File: src/rtl/ctlg_pkg.sv
package ctlg_pkg;
  typedef enum logic [1:0] {
    KIND_CTRL  = 2'd0,
    KIND_WIPER = 2'd1,
    KIND_MEM   = 2'd2,
    KIND_NONE  = 2'd3
  } ctlg_kind_e;

  localparam int BIT_WEL  = 1;
  localparam int BIT_RWEL = 2;
  localparam int BIT_LK0  = 3;
  localparam int BIT_LK1  = 4;
  localparam int BIT_F2   = 5;
  localparam int BIT_F3   = 6;

  localparam logic [7:0] CODE_ARM    = 8'h02;
  localparam logic [7:0] CODE_UNLOCK = 8'h06;
endpackage

File: src/rtl/ctlg_creg.sv
module ctlg_creg
  import ctlg_pkg::*;
(
  input  logic       clk,
  input  logic       rst_n,
  input  logic       pwr_ok,
  input  logic       wr_en,
  input  logic [7:0] wr_data,
  input  logic       wp,
  input  logic       mon2,
  input  logic       mon3,
  output logic [7:0] cr
);
  logic       wel, rwel, f2, f3;
  logic [1:0] lock;
  logic       mon2_q, mon3_q;
  logic       rise2, rise3;

  assign rise2 = mon2 & ~mon2_q;
  assign rise3 = mon3 & ~mon3_q;

  // enable latches and lock code
  always_ff @(posedge clk or negedge rst_n) begin
    if (!rst_n) begin
      wel  <= 1'b0;
      rwel <= 1'b0;
      lock <= 2'b00;
    end else if (!pwr_ok) begin
      wel  <= 1'b0;
      rwel <= 1'b0;
    end else if (wr_en) begin
      if (rwel) begin
        wel  <= 1'b0;
        rwel <= 1'b0;
        if (!wp) lock <= wr_data[BIT_LK1:BIT_LK0];
      end else if (wr_data == CODE_ARM) begin
        wel <= 1'b1;
      end else if (wr_data == CODE_UNLOCK && wel) begin
        rwel <= 1'b1;
      end
    end
  end

  // monitor flags: set by commit, cleared by comparator rising edge
  always_ff @(posedge clk or negedge rst_n) begin
    if (!rst_n) begin
      f2     <= 1'b0;
      f3     <= 1'b0;
      mon2_q <= 1'b0;
      mon3_q <= 1'b0;
    end else begin
      mon2_q <= mon2;
      mon3_q <= mon3;
      if (!pwr_ok) begin
        f2 <= 1'b0;
        f3 <= 1'b0;
      end else begin
        if (wr_en && rwel) begin
          f2 <= wr_data[BIT_F2];
          f3 <= wr_data[BIT_F3];
        end
        if (rise2) f2 <= 1'b0;
        if (rise3) f3 <= 1'b0;
      end
    end
  end

  always_comb begin
    cr                        = 8'h00;
    cr[BIT_WEL]               = wel;
    cr[BIT_RWEL]              = rwel;
    cr[BIT_LK1:BIT_LK0]       = lock;
    cr[BIT_F2]                = f2;
    cr[BIT_F3]                = f3;
  end
endmodule

File: src/rtl/ctlg_perm.sv
module ctlg_perm
  import ctlg_pkg::*;
#(
  parameter int DEPTH = 256,
  localparam int AW = $clog2(DEPTH)
)(
  input  logic [1:0]    kind,
  input  logic [AW-1:0] addr,
  input  logic [7:0]    data,
  input  logic [7:0]    cr,
  input  logic          wp,
  output logic          ok
);
  localparam int BASE_Q = DEPTH - DEPTH / 4;
  localparam int BASE_H = DEPTH / 2;

  ctlg_kind_e kind_e;
  logic [AW:0] open_top;
  logic        wel, rwel;
  logic [1:0]  lock;

  assign kind_e = ctlg_kind_e'(kind);
  assign wel    = cr[BIT_WEL];
  assign rwel   = cr[BIT_RWEL];
  assign lock   = cr[BIT_LK1:BIT_LK0];

  always_comb begin
    case (lock)
      2'b00:   open_top = (AW+1)'(DEPTH);
      2'b01:   open_top = (AW+1)'(BASE_Q);
      2'b10:   open_top = (AW+1)'(BASE_H);
      default: open_top = '0;
    endcase
  end

  always_comb begin
    case (kind_e)
      KIND_CTRL:  ok = rwel || (data == CODE_ARM) || (data == CODE_UNLOCK && wel);
      KIND_WIPER: ok = wel && !wp && (lock == 2'b00);
      KIND_MEM:   ok = wel && !wp && ({1'b0, addr} < open_top);
      default:    ok = 1'b0;
    endcase
  end
endmodule

File: src/rtl/ctlg_top.sv
module ctlg_top
  import ctlg_pkg::*;
#(
  parameter int DEPTH = 256,
  localparam int AW = $clog2(DEPTH)
)(
  input  logic          clk,
  input  logic          rst_n,
  input  logic          supply_ok,
  input  logic          wp,
  input  logic          mon2_fail,
  input  logic          mon3_fail,
  input  logic          cmd_valid,
  output logic          cmd_ready,
  input  logic [1:0]    cmd_kind,
  input  logic [AW-1:0] cmd_addr,
  input  logic [7:0]    cmd_data,
  output logic          res_valid,
  output logic          res_ok,
  output logic [1:0]    res_kind,
  output logic [AW-1:0] res_addr,
  output logic [7:0]    res_data,
  output logic [7:0]    cr_q
);
  logic pwr_q;
  logic take;
  logic grant;

  always_ff @(posedge clk or negedge rst_n) begin
    if (!rst_n) pwr_q <= 1'b0;
    else        pwr_q <= supply_ok;
  end

  assign cmd_ready = pwr_q & supply_ok;
  assign take      = cmd_valid & cmd_ready;

  ctlg_creg u_creg (
    .clk     (clk),
    .rst_n   (rst_n),
    .pwr_ok  (supply_ok),
    .wr_en   (take && cmd_kind == KIND_CTRL),
    .wr_data (cmd_data),
    .wp      (wp),
    .mon2    (mon2_fail),
    .mon3    (mon3_fail),
    .cr      (cr_q)
  );

  ctlg_perm #(.DEPTH(DEPTH)) u_perm (
    .kind (cmd_kind),
    .addr (cmd_addr),
    .data (cmd_data),
    .cr   (cr_q),
    .wp   (wp),
    .ok   (grant)
  );

  always_ff @(posedge clk or negedge rst_n) begin
    if (!rst_n) begin
      res_valid <= 1'b0;
      res_ok    <= 1'b0;
      res_kind  <= 2'd0;
      res_addr  <= '0;
      res_data  <= 8'h00;
    end else begin
      res_valid <= take;
      if (take) begin
        res_ok   <= grant;
        res_kind <= cmd_kind;
        res_addr <= cmd_addr;
        res_data <= cmd_data;
      end
    end
  end
endmodule

File: config.mk
export PLATFORM = sky130hd
export DESIGN_NAME = ctlg_top
export DESIGN_NICKNAME = d
export VERILOG_FILES = /design/src/rtl/ctlg_pkg.sv /design/src/rtl/ctlg_creg.sv /design/src/rtl/ctlg_perm.sv /design/src/rtl/ctlg_top.sv
export SDC_FILE = /design/constraint.sdc
export NUM_CORES = 1
export LEC_CHECK = 0
export CELL_PAD_IN_SITES_DETAIL_PLACEMENT = 1
export CELL_PAD_IN_SITES_GLOBAL_PLACEMENT = 2
export CORE_MARGIN = 2
export CORE_UTILIZATION = 28
export CTS_CLUSTER_SIZE = 12
export DETAILED_ROUTE_END_ITERATION = 7
export PLACE_DENSITY_LB_ADDON = 0.25
export SLEW_MARGIN = 20
export SYNTH_ARGS = -nofsm -noshare
export SYNTH_HDL_FRONTEND = slang
export SYNTH_HIERARCHICAL = 1
export SYNTH_SLANG_ARGS = --single-unit
File: constraint.sdc
create_clock -name clk -period 3.55 [get_ports clk]
set_input_delay 0.355 -clock clk [delete_from_list [all_inputs] [get_ports clk]]
set_output_delay 0.355 -clock clk [all_outputs]
set_load 0.05 [all_outputs]
==> impl_metrics.toml <==
[outcome]
run_status = "complete, no violations"

[floorplanning]
design.core.area_um2 = 4817
die-area_um2 = 5676
start_util = 0.2958
die_w_um = 75.34
num_rows = 25
die_y_um = 75.34
io_pins = 54

[power_and_ir_drop]
power_mw = 1.105
ir_worst_vdd_uv = 222.7
p_seq_frac = 0.357
p_sw_uw = 359.3
p_leak_nw = 0.9618
p_comb_frac = 0.317
intPower_uw = 745.7
swShare = 0.3252
power_density_nw_per_um2 = 528.6
pwr-share-clk = 0.326

[setup_path]
critPathSlowestCell = "clkdlybuf4s50_1"
cp-start-kind = "input pin"
reg2reg_depth = 8
path_class = "input pin to primary output"
cp.arrival_ns = 2.04
critPathLaunch = "supply_ok"
r2r-start = "u_creg/lock[0]"
crit_path_cell_trace = "clkdlybuf4s50_1 -> and2_2 -> clkdlybuf4s50_1"
worstSetupEndpoint = "cmd_ready"
critPathMaxStageDelay_ns = 0.80
path_common_cell = "clkdlybuf4s50_1"
path_max_fanout = 10
r2r_end = "res_ok"
crit_path_end_kind = "primary output"
rrSetupSlack_ns = 1.76
required_ns = 3.19

[timing]
fmax_ghz = 0.4173
tightest_slew_ns = 0.7094
min_period_ns = 2.396
setup_tns_ns = 0
hold_violations = 0
drv_slew = 0
setup_viol_count_final = 0
rsz0062_at_grt = "false"
max_slew_margin = 0.5234
skew_ns = 0.009763
period_share = 0.6750
worst_hold_slack_ns = 0.4610

[finish]
stdcell_count = 230
diodes = 0
area_delta_synth_final_pct = 46.71
drive_gt1_frac = 0.2025
finalNetCount = 193
n_fill_cell = 542

[global_routing]
grt_pass1_vias = 1104
overflow = 0
grt_usage = 0.1349
grt_pass1_wl_mm = 5.568
antenna_found_initial = 0
grt_max_degree = 30

[place]
placement.io_buffers = 51
hpwl_mm = 2.544
place_congestion = 0.7122
place_inst = 222

[logic_synthesis]
ys_warn_count = 6
yosys.area.top_type = "dfrtp_1"
async_flop_share = 1.000
netlist_top_cells_count = "dfrtp_1 (29), mux2_4 (18), inv_1 (11), buf_4 (6), ha_1 (6)"
synth-seq-cells = 29
synth_edf_count = 0
seq_area_frac_synth = 0.5092
synth_area_leaders = "dfrtp_1 (51%), mux2_4 (19%), ha_1 (5.3%), buf_4 (3.2%), inv_1 (2.9%)"
synthCells = 109
yosysMostFrequentCell = "dfrtp_1"
ys_types = 29
ys.flop_type = "dfrtp_1"
avgSynthCellArea_um2 = 13.07
netlist.area_leader.share = 0.5092
netlist_area_um2 = 1425

[clocking]
cts_sinks = 29
clockRootBuffer = "clkbuf_8"
cts_tree = "yes"
clock_latency_ns = 0.28
clkTransAtPathRegs_ns = 0.07
cts_resized = 0
cts-buffers-inserted = 5
hold_buffers = 0
max-clock-path-buffers = 2
postCtsSetupBuffers = 0
htreeDepth = 2

[drt]
routed_wirelength_mm = 3.424
drt-wirelength-per-cell_um = 14.89
firstDrtPassIters = 4
vias_per_cell = 4.370
antenna_left = 0
vias = 1005
drc = 0
first_iter_violations = 12

[hold_path]
hold_path.class = "input pin to asynchronous set/reset pin"

[job]
cap_violations = 0
==> registers in the layout, summed over array words and instances (netlist names) <==
name           flops
pwr_q              1
res_addr           8
res_data           8
res_kind           2
res_ok             1
res_valid          1
u_creg/f2          1
u_creg/f3          1
u_creg/lock        2
u_creg/mon2_q      1
u_creg/mon3_q      1
u_creg/rwel        1
u_creg/wel         1
==> critical path: cells and delay by family <==
family                 cells  cell delay, ns
buffers and inverters      2            1.47
and+or+nand+nor            1            0.21
==> routing by layer <==
| layer | vias up | share of wire | wire length, um | GRT usage |
|---|---|---|---|---|
| li1 | 475 | - | - | - |
| met1 | 496 | 0.41 | 1415 | 0.1629 |
| met2 | 29 | 0.51 | 1761 | 0.2290 |
| met3 | 5 | 0.055 | 189 | 0.03704 |
| met4 | 0 | 0.016 | 56 | 0.05263 |
| met5 | - | 0 | 0 | 0 |
==> per-stage QoR <==
stage	area [um^2]	setup slack, ns	util
CTS	2091	1.120	0.4340
finish	2091	1.154	0.4340
global placement	1971	1.142	0.4091
global route	2091	1.072	0.4340
floorplan	1429	1.545	-
detailed placement	1971	1.115	0.4091
==> worst min path at each step <==
stage / from / to / cells past startpoint
4_1_cts: rst_n / res_valid / 2
5_1_grt: rst_n / res_valid / 2
6_report: rst_n / res_addr[0] / 2
3_3_place_gp: res_data[7] / res_data[7] / 1
3_5_place_dp: res_data[3] / res_data[3] / 1
2_1_floorplan: rst_n / pwr_q / 0
==> cells by family after synthesis <==
kind of cell	after synthesis	synth area share
flops	29	0.5092
fa+ha+maj	6	0.05268
mux	21	0.2133
simple gates	23	0.1054
buf+inv	19	0.07638
other cells	1	0.002631
compound gates	10	0.04039
==> layout by cell type (no fill, tap or decap), drive strengths merged <==
cell type	count
clkdlybuf4s50	51
dfrtp	29
mux2	21
inv	11
clkbuf	6
ha	6
o21ai	5
nor3	4
nand2	3
nor2	3
nand3	3
buf	2
a21oi	2
conb	2
nand4b	2
and2	1
bufinv	1
clkinvlp	1
nor4	1
nor3b	1
and2b	1
nand4	1
nand3b	1
a31oi	1
nor2b	1
nor4b	1
o2111ai	1
o211ai	1
==> layout make-up <==
| class | count | area, um^2 | share of cell area |
|---|---|---|---|
| inverters | 11 | 41.29 | 0.01975 |
| clock buffers | 6 | 82.58 | 0.03950 |
| well taps | 67 | 83.83 | 0.04010 |
| clock inverters | 2 | 37.54 | 0.01795 |
| multi-input cells | 62 | 594.3 | 0.2843 |
| flip-flops and latches | 29 | 725.7 | 0.3471 |
| repair buffers | 53 | 525.5 | 0.2513 |
==> power groups by stage <==
stage                     logic (mW)  registers [mW]  clock network [mW]
after CTS                      0.355           0.395               0.371
after global placement         0.350           0.398                   0
after global routing           0.368           0.400               0.381
after detailed placement       0.353           0.401                   0
after floorplan               0.0796           0.539                   0
final                          0.351           0.394               0.360
Note: power is estimated with default switching activity, not from simulation.
